### src/rtl/smb_cfg_pkg.sv
package smb_cfg_pkg;

  typedef enum logic [2:0] {
    LS_IDLE,
    LS_ADDR,
    LS_CMD,
    LS_WR,
    LS_RD,
    LS_SKIP
  } link_st_t;

  function automatic logic [7:0] reg_default(input int idx);
    reg_default = 8'(idx * 29) ^ 8'h5A;
  endfunction

endpackage

### src/rtl/smb_edge_sync.sv
module smb_edge_sync #(
  parameter int SYNC_STAGES = 2
) (
  input  logic clk,
  input  logic rst_n,
  input  logic scl_i,
  input  logic sda_i,
  output logic scl_lvl,
  output logic sda_lvl,
  output logic scl_rise,
  output logic scl_fall,
  output logic start_det,
  output logic stop_det
);

  logic [SYNC_STAGES-1:0] scl_sh, sda_sh;
  logic scl_prev, sda_prev;

  always_ff @(posedge clk or negedge rst_n) begin
    if (!rst_n) begin
      scl_sh   <= '1;
      sda_sh   <= '1;
      scl_prev <= 1'b1;
      sda_prev <= 1'b1;
    end else begin
      scl_sh   <= {scl_sh[SYNC_STAGES-2:0], scl_i};
      sda_sh   <= {sda_sh[SYNC_STAGES-2:0], sda_i};
      scl_prev <= scl_sh[SYNC_STAGES-1];
      sda_prev <= sda_sh[SYNC_STAGES-1];
    end
  end

  assign scl_lvl   = scl_sh[SYNC_STAGES-1];
  assign sda_lvl   = sda_sh[SYNC_STAGES-1];
  assign scl_rise  = scl_lvl & ~scl_prev;
  assign scl_fall  = ~scl_lvl & scl_prev;
  assign start_det = scl_lvl & scl_prev & sda_prev & ~sda_lvl;
  assign stop_det  = scl_lvl & scl_prev & ~sda_prev & sda_lvl;

endmodule

### src/rtl/smb_cfg_regs.sv
module smb_cfg_regs
  import smb_cfg_pkg::*;
#(
  parameter int NUM_REGS   = 32,
  parameter int STATUS_IDX = 24,
  parameter int STATUS_BIT = 7
) (
  input  logic                  clk,
  input  logic                  rst_n,
  input  logic                  wr_en,
  input  logic [6:0]            wr_idx,
  input  logic [7:0]            wr_data,
  input  logic [6:0]            rd_idx,
  input  logic                  nvm_busy,
  output logic [7:0]            rd_data,
  output logic [NUM_REGS*8-1:0] cfg_flat
);

  localparam int IDX_W = (NUM_REGS > 1) ? $clog2(NUM_REGS) : 1;
  localparam logic [7:0] NREG8 = 8'(NUM_REGS);
  localparam logic [7:0] STAT_MASK = 8'(1 << STATUS_BIT);

  logic [7:0] store [NUM_REGS];
  logic [7:0] view  [NUM_REGS];
  logic [NUM_REGS*8-1:0] store_flat;

  for (genvar g = 0; g < NUM_REGS; g++) begin : g_reg
    localparam logic [7:0] KEEP = (g == STATUS_IDX) ? ~STAT_MASK : 8'hFF;
    localparam logic [7:0] SHOW = (g == STATUS_IDX) ? STAT_MASK : 8'h00;

    always_ff @(posedge clk or negedge rst_n) begin
      if (!rst_n)
        store[g] <= reg_default(g) & KEEP;
      else if (wr_en && wr_idx == 7'(g))
        store[g] <= wr_data & KEEP;
    end

    assign view[g] = store[g] | (nvm_busy ? SHOW : 8'h00);
    assign cfg_flat[g*8 +: 8]   = view[g];
    assign store_flat[g*8 +: 8] = store[g];
  end

  always_comb begin
    if ({1'b0, rd_idx} < NREG8)
      rd_data = view[rd_idx[IDX_W-1:0]];
    else
      rd_data = 8'h00;
  end

  // contents move only on a write strobe
  p_store_hold_r7: assert property (@(posedge clk) disable iff (!rst_n)
    !wr_en |=> $stable(store_flat));

  // no strobe outside the bank
  p_wr_in_range_r5: assert property (@(posedge clk) disable iff (!rst_n)
    wr_en |-> ({1'b0, wr_idx} < NREG8));

endmodule

### src/rtl/smb_link_fsm.sv
module smb_link_fsm
  import smb_cfg_pkg::*;
#(
  parameter int          NUM_REGS = 32,
  parameter logic [4:0]  ADDR_HI  = 5'b11010
) (
  input  logic       clk,
  input  logic       rst_n,
  input  logic       scl_lvl,
  input  logic       sda_lvl,
  input  logic       scl_rise,
  input  logic       scl_fall,
  input  logic       start_det,
  input  logic       stop_det,
  input  logic [1:0] strap,
  input  logic       nvm_busy,
  input  logic [7:0] rd_data,
  output logic [6:0] rd_idx,
  output logic       wr_en,
  output logic [6:0] wr_idx,
  output logic [7:0] wr_data,
  output logic       sda_pull
);

  localparam logic [7:0] NREG8 = 8'(NUM_REGS);

  link_st_t   st_q, nxt_q;
  logic [3:0] bitcnt_q;
  logic       in_ack_q;
  logic [7:0] shreg_q, tx_q;
  logic [6:0] ptr_q;
  logic       single_q, wrote_q, commit_q, pull_q;
  logic       wr_en_q;
  logic [6:0] wr_idx_q;
  logic [7:0] wr_data_q;
  logic       addr_hit, wr_ok;

  assign addr_hit = (shreg_q[7:1] == {ADDR_HI, strap});
  assign wr_ok    = ({1'b0, ptr_q} < NREG8) && !nvm_busy && !(single_q && wrote_q);

  always_ff @(posedge clk or negedge rst_n) begin
    if (!rst_n) begin
      st_q      <= LS_IDLE;
      nxt_q     <= LS_IDLE;
      bitcnt_q  <= '0;
      in_ack_q  <= 1'b0;
      shreg_q   <= '0;
      tx_q      <= '0;
      ptr_q     <= '0;
      single_q  <= 1'b0;
      wrote_q   <= 1'b0;
      commit_q  <= 1'b0;
      pull_q    <= 1'b0;
      wr_en_q   <= 1'b0;
      wr_idx_q  <= '0;
      wr_data_q <= '0;
    end else begin
      wr_en_q <= 1'b0;
      if (start_det) begin
        st_q     <= LS_ADDR;
        bitcnt_q <= '0;
        in_ack_q <= 1'b0;
        commit_q <= 1'b0;
        pull_q   <= 1'b0;
      end else if (stop_det) begin
        st_q     <= LS_IDLE;
        bitcnt_q <= '0;
        in_ack_q <= 1'b0;
        commit_q <= 1'b0;
        pull_q   <= 1'b0;
      end else if (st_q == LS_IDLE || st_q == LS_SKIP) begin
        pull_q <= 1'b0;
      end else if (scl_rise) begin
        if (!in_ack_q) begin
          shreg_q <= {shreg_q[6:0], sda_lvl};
          if (bitcnt_q != 4'd8) bitcnt_q <= bitcnt_q + 4'd1;
        end else begin
          case (st_q)
            LS_WR: if (commit_q && !nvm_busy) begin
              wr_en_q   <= 1'b1;
              wr_idx_q  <= ptr_q;
              wr_data_q <= shreg_q;
              wrote_q   <= 1'b1;
              commit_q  <= 1'b0;
              if (!single_q) ptr_q <= ptr_q + 7'd1;
            end
            LS_RD: begin
              if (sda_lvl) nxt_q <= LS_SKIP;
              else if (!single_q) ptr_q <= ptr_q + 7'd1;
            end
            default: ;
          endcase
        end
      end else if (scl_fall) begin
        if (in_ack_q) begin
          in_ack_q <= 1'b0;
          bitcnt_q <= '0;
          commit_q <= 1'b0;
          st_q     <= nxt_q;
          if (nxt_q == LS_RD) begin
            tx_q   <= rd_data;
            pull_q <= ~rd_data[7];
          end else begin
            pull_q <= 1'b0;
          end
        end else if (bitcnt_q == 4'd8) begin
          in_ack_q <= 1'b1;
          case (st_q)
            LS_ADDR: begin
              pull_q <= addr_hit;
              nxt_q  <= !addr_hit ? LS_SKIP : (shreg_q[0] ? LS_RD : LS_CMD);
            end
            LS_CMD: begin
              pull_q   <= 1'b1;
              ptr_q    <= shreg_q[6:0];
              single_q <= shreg_q[7];
              wrote_q  <= 1'b0;
              nxt_q    <= LS_WR;
            end
            LS_WR: begin
              pull_q   <= wr_ok;
              commit_q <= wr_ok;
              nxt_q    <= wr_ok ? LS_WR : LS_SKIP;
            end
            default: begin
              pull_q <= 1'b0;
              nxt_q  <= LS_RD;
            end
          endcase
        end else if (st_q == LS_RD && bitcnt_q != 4'd0) begin
          pull_q <= ~tx_q[6];
          tx_q   <= {tx_q[6:0], 1'b0};
        end
      end
    end
  end

  assign rd_idx   = ptr_q;
  assign wr_en    = wr_en_q;
  assign wr_idx   = wr_idx_q;
  assign wr_data  = wr_data_q;
  assign sda_pull = pull_q;

  // data line moves only while clock is low
  p_pull_scl_low_r12: assert property (@(posedge clk) disable iff (!rst_n)
    !$stable(pull_q) |-> !scl_lvl);

  // pulling outside read data happens only in an acknowledge slot
  p_ack_slot_r1: assert property (@(posedge clk) disable iff (!rst_n)
    (pull_q && st_q != LS_RD) |-> in_ack_q);

  // a busy store never sees a write strobe
  p_busy_no_write_r8: assert property (@(posedge clk) disable iff (!rst_n)
    (nvm_busy && $past(nvm_busy)) |-> !wr_en_q);

  // idle or ignoring means released
  p_quiet_when_idle_r11: assert property (@(posedge clk) disable iff (!rst_n)
    (st_q == LS_IDLE || st_q == LS_SKIP) |-> !pull_q);

endmodule

### src/rtl/smb_cfg_target.sv
module smb_cfg_target
  import smb_cfg_pkg::*;
#(
  parameter int         NUM_REGS    = 32,
  parameter int         STATUS_IDX  = 24,
  parameter int         STATUS_BIT  = 7,
  parameter int         SYNC_STAGES = 2,
  parameter logic [4:0] ADDR_HI     = 5'b11010
) (
  input  logic                  clk,
  input  logic                  rst_n,
  input  logic                  scl_i,
  input  logic                  sda_i,
  input  logic [1:0]            strap_i,
  input  logic                  nvm_busy_i,
  output logic                  sda_pull_o,
  output logic [NUM_REGS*8-1:0] cfg_o
);

  logic scl_lvl, sda_lvl, scl_rise, scl_fall, start_det, stop_det;
  logic [7:0] rd_data, wr_data;
  logic [6:0] rd_idx, wr_idx;
  logic wr_en;

  smb_edge_sync #(.SYNC_STAGES(SYNC_STAGES)) u_sync (
    .clk(clk), .rst_n(rst_n), .scl_i(scl_i), .sda_i(sda_i),
    .scl_lvl(scl_lvl), .sda_lvl(sda_lvl), .scl_rise(scl_rise),
    .scl_fall(scl_fall), .start_det(start_det), .stop_det(stop_det)
  );

  smb_link_fsm #(.NUM_REGS(NUM_REGS), .ADDR_HI(ADDR_HI)) u_link (
    .clk(clk), .rst_n(rst_n), .scl_lvl(scl_lvl), .sda_lvl(sda_lvl),
    .scl_rise(scl_rise), .scl_fall(scl_fall), .start_det(start_det),
    .stop_det(stop_det), .strap(strap_i), .nvm_busy(nvm_busy_i),
    .rd_data(rd_data), .rd_idx(rd_idx), .wr_en(wr_en), .wr_idx(wr_idx),
    .wr_data(wr_data), .sda_pull(sda_pull_o)
  );

  smb_cfg_regs #(.NUM_REGS(NUM_REGS), .STATUS_IDX(STATUS_IDX),
                 .STATUS_BIT(STATUS_BIT)) u_regs (
    .clk(clk), .rst_n(rst_n), .wr_en(wr_en), .wr_idx(wr_idx),
    .wr_data(wr_data), .rd_idx(rd_idx), .nvm_busy(nvm_busy_i),
    .rd_data(rd_data), .cfg_flat(cfg_o)
  );

endmodule

### config.mk
export PLATFORM = sky130hd
export DESIGN_NAME = smb_cfg_target
export DESIGN_NICKNAME = d
export VERILOG_FILES = /design/src/rtl/smb_cfg_pkg.sv /design/src/rtl/smb_edge_sync.sv /design/src/rtl/smb_cfg_regs.sv /design/src/rtl/smb_link_fsm.sv /design/src/rtl/smb_cfg_target.sv
export SDC_FILE = /design/constraint.sdc
export NUM_CORES = 1
export LEC_CHECK = 0
export CAP_MARGIN = 20
export CORE_MARGIN = 3
export CORE_UTILIZATION = 55
export DETAILED_ROUTE_END_ITERATION = 10
export DONT_BUFFER_PORTS = 1
export GPL_ROUTABILITY_DRIVEN = 0
export PLACE_DENSITY_LB_ADDON = 0.25
export SYNTH_ARGS = -nofsm -noshare
export SYNTH_HDL_FRONTEND = slang
export SYNTH_HIERARCHICAL = 1
export SYNTH_SLANG_ARGS = --single-unit
### constraint.sdc
create_clock -name clk -period 3 [get_ports clk]
set_input_delay 0.6 -clock clk [delete_from_list [all_inputs] [get_ports clk]]
set_output_delay 0.6 -clock clk [all_outputs]
set_load 0.01 [all_outputs]
Word-level counts from Yosys, hierarchy flattened. Index checks and enable logic that the tools add are counted.

Bits of input ports: 7. Register bits: 314. Word-level logic and storage cells: 287. Output and inout port bits: 257.

Reduce and logical (&&, ||, !) cells: 67. Equal/unequal tests: 59. Multiplexer cells: 87. Add/subtract/negate cells: 2. Bitwise logic cells: 20. Order comparisons: 2.

Operators by type and width (count): $eq 7x5->1 const B (16); $mux 7 (13); $eq 7x4->1 const B (8); $mux 3 (16); $mux 1 (42); $bmux 8 s5 (1); $logic_and 1x1->1 (37); $mux 4 (8); $mux 8 (4); $eq 7x3->1 const B (4); $reduce_bool 4->1 (6); $ne 4x1->1 const B (5); $reduce_and 8->1 (2); $eq 7x2->1 const B (2); $pmux 7 s2 (1); $reduce_and 7->1 (2); $not 1->1 (11); $reduce_and 11->1 (1); $reduce_and 10->1 (1); $reduce_and 5->1 (2); $eq 3x3->1 const B (3); $pmux 3 s3 (1); $reduce_and 9->1 (1); $ne 2x1->1 const B (4); 27 further kinds (46).

Depth between registers and ports, before layout.
Depth in word-level cells: 14. Depth in mapped cells: 11. Mapped depth without buffers: 8.

Cells and area by module. Netlist, hierarchy kept.

Modules (own cells, without submodules): smb_cfg_regs (area each 11907.7 um^2, times used 1, cells each 760, sequential area each 6537.5 um^2); smb_link_fsm (area each 2783.9 um^2, times used 1, cells each 245, sequential area each 1326.3 um^2); smb_edge_sync (area each 190.2 um^2, times used 1, cells each 10, sequential area each 157.7 um^2).

Worst setup path before layout. OpenSTA, ideal clock, no wires.

Path kind: reg2reg. From: register u_link.ptr_q[2] (netlist: u_link/rd_idx[2]). To: register u_link.tx_q[5]. Period minus slack after synthesis: 2.594 ns. Cell stages (with the launch flop): 9. Setup time: 0.128 ns. Path buffers: 3. Arrival time: 2.467 ns. Required time: 2.872 ns. Slack: 0.406 ns. Cells stage by stage: dfrtp_1 -> buf_2 -> buf_1 -> clkbuf_1 -> mux4_2 -> a22oi_1 -> a31oi_1 -> mux2_2 -> mux2_1.

Word-level cells in the longest chain between the ends: 7. Elaborated cells between the ends (all ways): 8. Those cells by class: order compare (1); mux (6); bitwise (1).

Ends and longest elaborated chain: from (decl) (line smb_link_fsm.sv:31) `logic [6:0] ptr_q;`; from (signal assigned) (line smb_link_fsm.sv:85) `if (!single_q) ptr_q <= ptr_q + 7'd1;`; from (signal assigned) (line smb_link_fsm.sv:89) `else if (!single_q) ptr_q <= ptr_q + 7'd1;`; from (signal assigned) (line smb_link_fsm.sv:115) `ptr_q <= shreg_q[6:0];`; $not 5->6 (implied by the code) (line smb_cfg_regs.sv:45) `rd_data = view[rd_idx[IDX_W-1:0]];`; $bmux 8 s5 (line smb_cfg_regs.sv:45); $mux 8 (implied by the code) (2 in series) (line smb_cfg_regs.sv:45); $mux 8 * (line smb_cfg_regs.sv:44) `if ({1'b0, rd_idx} < NREG8)`; via rd_data[5] (line smb_cfg_target.sv:21) `logic [7:0] rd_data, wr_data;`; $mux 7 * (line smb_link_fsm.sv:100) `if (nxt_q == LS_RD) begin`; $mux 7 * (line smb_link_fsm.sv:95) `if (in_ack_q) begin`; to (signal assigned) (line smb_link_fsm.sv:101) `tx_q <= rd_data;`; to (signal assigned) (line smb_link_fsm.sv:132) `tx_q <= {tx_q[6:0], 1'b0};`; to (decl) (line smb_link_fsm.sv:30) `logic [7:0] shreg_q, tx_q;`.

Mark *: on every way through the listed nets, which the timed path passes. The rest lies on a longest branch. The select of a mux whose other input is x is not followed. A chain may end at the register's enable or synchronous reset.

Worst setup path after layout.
From: register u_link.ptr_q[2] (netlist: u_link/rd_idx[2]). To: register u_link.tx_q[4].

The elaborated chain is that of the path after synthesis.

==> impl_metrics.csv <==
group,metric,value,unit
grt,grt_first_pass_wirelength,61.8,mm
synth,yosys_most_used_dff,"sky130_fd_sc_hd__dfrtp_1",
timing,setup_tns,0,ns
setup_path,worstPathArrival,3.18,ns
routing,drt_iter0_markers,659,
setup_path,critPathKind,"flip-flop to flip-flop",
die,num_rows,59,
routing,detail_route.first_pass.iterations,5,
clock_network,postCtsSetupRepairBufs,0,
synth,yosys.area.top_type_share,30.8,%
min_path,path_type_of_the_worst_min_delay_path,"input pin to async pin",
power_and_ir_drop,share_clk_of_total_power,47.6,%
synth,post-synth-top-area-cell,"sky130_fd_sc_hd__dfrtp_1",
clock_network,clock_sinks,314,
clock_network,cts-buffers-inserted,35,
power_and_ir_drop,power_per_cell_area,534,nW/um^2
grt,use_met3,12.8,%
flow_run,max_cap_violations,0,
clock_network,clock_transition_at_the_register_clock_pins_on_the_worst_setup_and_hold_paths_after_cts,0.06,ns
grt,gr_peak_layer,"met2",
cells_and_area,antennaDiodeCount,0,
synth,mean_area_per_synthesized_cell,14.7,sq um
grt,use_met1,36.9,%
die,die-area,29100,sq um
power_and_ir_drop,power.share.switching,21.4,%
clock_network,cts_max_level,2,
synth,ys_warns,6,
grt,grt-ovfl-total,0,
setup_path,maximum_fanout_encountered_on_the_critical_timing_path,42,
clock_network,clock-root-buffer,"sky130_fd_sc_hd__clkbuf_16",
setup_path,cp-start-kind,"flip-flop",
synth,synth_area,14900,sq um
clock_network,clock_insertion_delay_worst_skew,0.52,ns
synth,post_synth_inst_count,1015,
synth,synth_seq_area_share,53.9,%
cells_and_area,finish.utilization,62.5,%
power_and_ir_drop,reported_leakage_power,7.43,nW
timing,finalHoldViolCount,191,
clock_network,post_cts_resized,0,
synth,synth_enable_flop_cells,0,
timing,setup_viol_count_final,0,
synth,syn-num-nets,1025,
outcome,failing_checks,"hold timing",
clock_network,cts-root-to-sink-buffers,3,
setup_path,timing.reg2reg.setup_slack,0.22,ns
grt,first_global_vias,9415,
power_and_ir_drop,power_switching,0.00188,W
grt,grt_met2_use,43.5,%
synth,async_flop_share,100,%
cells_and_area,fin_nets,1027,
routing,routed_wire_length_per_instance,29.9,um
timing,setup_repair_after_global_routing_missed_its_margin,"no",
routing,remaining_drc_errors,0,
timing,timing.fmax,360,MHz
timing,tightestPinTransition,1.01,ns
die,dieHeight,170,um
timing,layout_worst_path_cycle_share,92.7,%
timing,fin_hold_ws,-0.205,ns
power_and_ir_drop,p_int,0.00692,W
die,design.core.area,26400,sq um
outcome,run_status,"complete, but fails checks",
clock_network,tritoncts,"yes",
power_and_ir_drop,p_comb_share,2.3,%
cells_and_area,area_growth,10.7,%
synth,synth_cell_type_count,69,
routing,routed_wl,41.2,mm
routing,drtAntennaViolNets,0,
routing,via_per_inst,6.65,
synth,synth.top_cells.by_count,"sky130_fd_sc_hd__mux2_2, sky130_fd_sc_hd__dfrtp_1, sky130_fd_sc_hd__dfstp_2, sky130_fd_sc_hd__mux4_2, sky130_fd_sc_hd__nand2_1",
die,die_x,170,um
grt,gr-usage-all-layers,28.2,%
grt,grt_max_degree,315,
synth,synth.ff_latch_count,314,
synth,yosys.cell_count.top_type,"sky130_fd_sc_hd__mux2_2",
die,num_io_pins,264,
timing,final.min_clock_period,2.78,ns
synth,biggest_area_contributors_in_the_synthesized_netlist,"sky130_fd_sc_hd__dfrtp_1, sky130_fd_sc_hd__dfstp_2, sky130_fd_sc_hd__mux2_2",
routing,via_total_after_detailed_routing,9177,
die,initial_core_util,56.5,%
setup_path,cp_capture_type,"flip-flop",
power_and_ir_drop,p_seq_share,50.1,%
placed_design,portBuffers,0,
timing,worst_slew_margin_rel,32.9,%
setup_path,worstPathRequired,3.40,ns
timing,final_max_tran_viols,0,
placed_design,hpwlAfterDp,28.5,mm
timing,finClkSkew,0.0184,ns
cells_and_area,post_route_cells_drive_above_1_share,55.5,%
grt,grt_antenna_before_repair,1,
power_and_ir_drop,power.ir.vdd_worst,0.497,mV
## cell usage in the layout (no fill, tap or decap), types with 14 or more instances in the layout
master                        n
sky130_fd_sc_hd__buf_4       26
sky130_fd_sc_hd__clkbuf_16   35
sky130_fd_sc_hd__dfrtp_1    181
sky130_fd_sc_hd__dfstp_2    131
sky130_fd_sc_hd__mux2_1      14
sky130_fd_sc_hd__mux2_2     268
sky130_fd_sc_hd__mux2i_1     35
sky130_fd_sc_hd__mux4_2      56
sky130_fd_sc_hd__nand2_1     41
sky130_fd_sc_hd__nor2_1      17
sky130_fd_sc_hd__o21ai_0     17
## flip-flops by register name (all words and copies together) (netlist names)
name	count
u_link/bitcnt_q	4
u_link/commit_q	1
u_link/in_ack_q	1
u_link/nxt_q	3
u_link/rd_idx	7
u_link/sda_pull	1
u_link/shreg_q	8
u_link/single_q	1
u_link/st_q	3
u_link/tx_q	7
u_link/wr_data	8
u_link/wr_en	1
u_link/wr_idx	7
u_link/wrote_q	1
u_regs/cfg_flat	248
u_regs/store	7
u_sync/scl_prev	1
u_sync/scl_sh	2
u_sync/sda_prev	1
u_sync/sda_sh	2
## cells by family (layout without fill, tap and decap cells)
kind of cell               after synthesis  in the layout  share of synthesized area (%)
muxes                                  381            381                           33.0
AOI/OAI and AO/OA                       84             84                           4.21
and+or+nand+nor                        151            151                           6.13
xor gates and xnor gates                 3              3                          0.177
adders and majority gates                3              3                          0.252
buffers and inverters                   79            108                           2.35
DFF                                    314            314                           53.9
## per-layer routing
layer | wire, um | vias up
met5 | 8 | -
met3 | 5220 | 65
met2 | 18800 | 448
li1 | - | 3797
met1 | 16200 | 4865
met4 | 949 | 2
## final cells by class
cell class                 count  area (sq um)
clock inverter                 9          81.3
timing repair buffer          32           330
clock buffer                  55          1050
inverter                      12          45.0
fill                        1965          9890
sequential                   314          8030
tap                          335           419
multi-input combinational    622          6510
## power by group through the flow
stage | sequential [W] | clock, W | combinational, W
2_1_floorplan | 0.00443 | 0 | 0.000185
3_3_place_gp | 0.00447 | 0 | 0.000193
3_5_place_dp | 0.00448 | 0 | 0.000201
4_1_cts | 0.00441 | 0.00427 | 0.000202
5_1_grt | 0.00442 | 0.00445 | 0.000227
6_report | 0.00441 | 0.00418 | 0.000203
## per-stage QoR
stage,worst slack [ns],instances,area (sq um),power (W)
6_report,0.219,1379,16500,0.00880
4_1_cts,0.243,1378,16400,0.00888
3_5_place_dp,0.242,1314,15300,0.00468
2_1_floorplan,0.406,1015,14900,0.00462
3_3_place_gp,0.308,1313,15300,0.00467
5_1_grt,0.130,1379,16500,0.00909
## worst max-delay path, cell delays in order, from the launching register on
cell	delay (ns)
sky130_fd_sc_hd__dfrtp_4	0.90
sky130_fd_sc_hd__buf_4	0.30
sky130_fd_sc_hd__mux4_2	0.32
sky130_fd_sc_hd__mux2i_1	0.31
sky130_fd_sc_hd__a221o_1	0.22
sky130_fd_sc_hd__a31oi_1	0.04
sky130_fd_sc_hd__mux2_2	0.29
sky130_fd_sc_hd__mux2_1	0.28
## final timing paths
| kind | start | to | cells past startpoint |
|---|---|---|---|
| max | u_link/rd_idx[2] | u_link/tx_q[4] | 7 |
| min | rst_n | u_regs/store[60] | 0 |
| max reg2reg | u_link/rd_idx[2] | u_link/tx_q[4] | 7 |
| min reg2reg | u_sync/scl_sh[0] | u_sync/scl_sh[1] | 0 |
| max in group asynchronous | rst_n | u_regs/cfg_flat[133] | 0 |
| min in group clk | scl_i | u_sync/scl_sh[0] | 0 |
(Power assumes the default switching activity.)
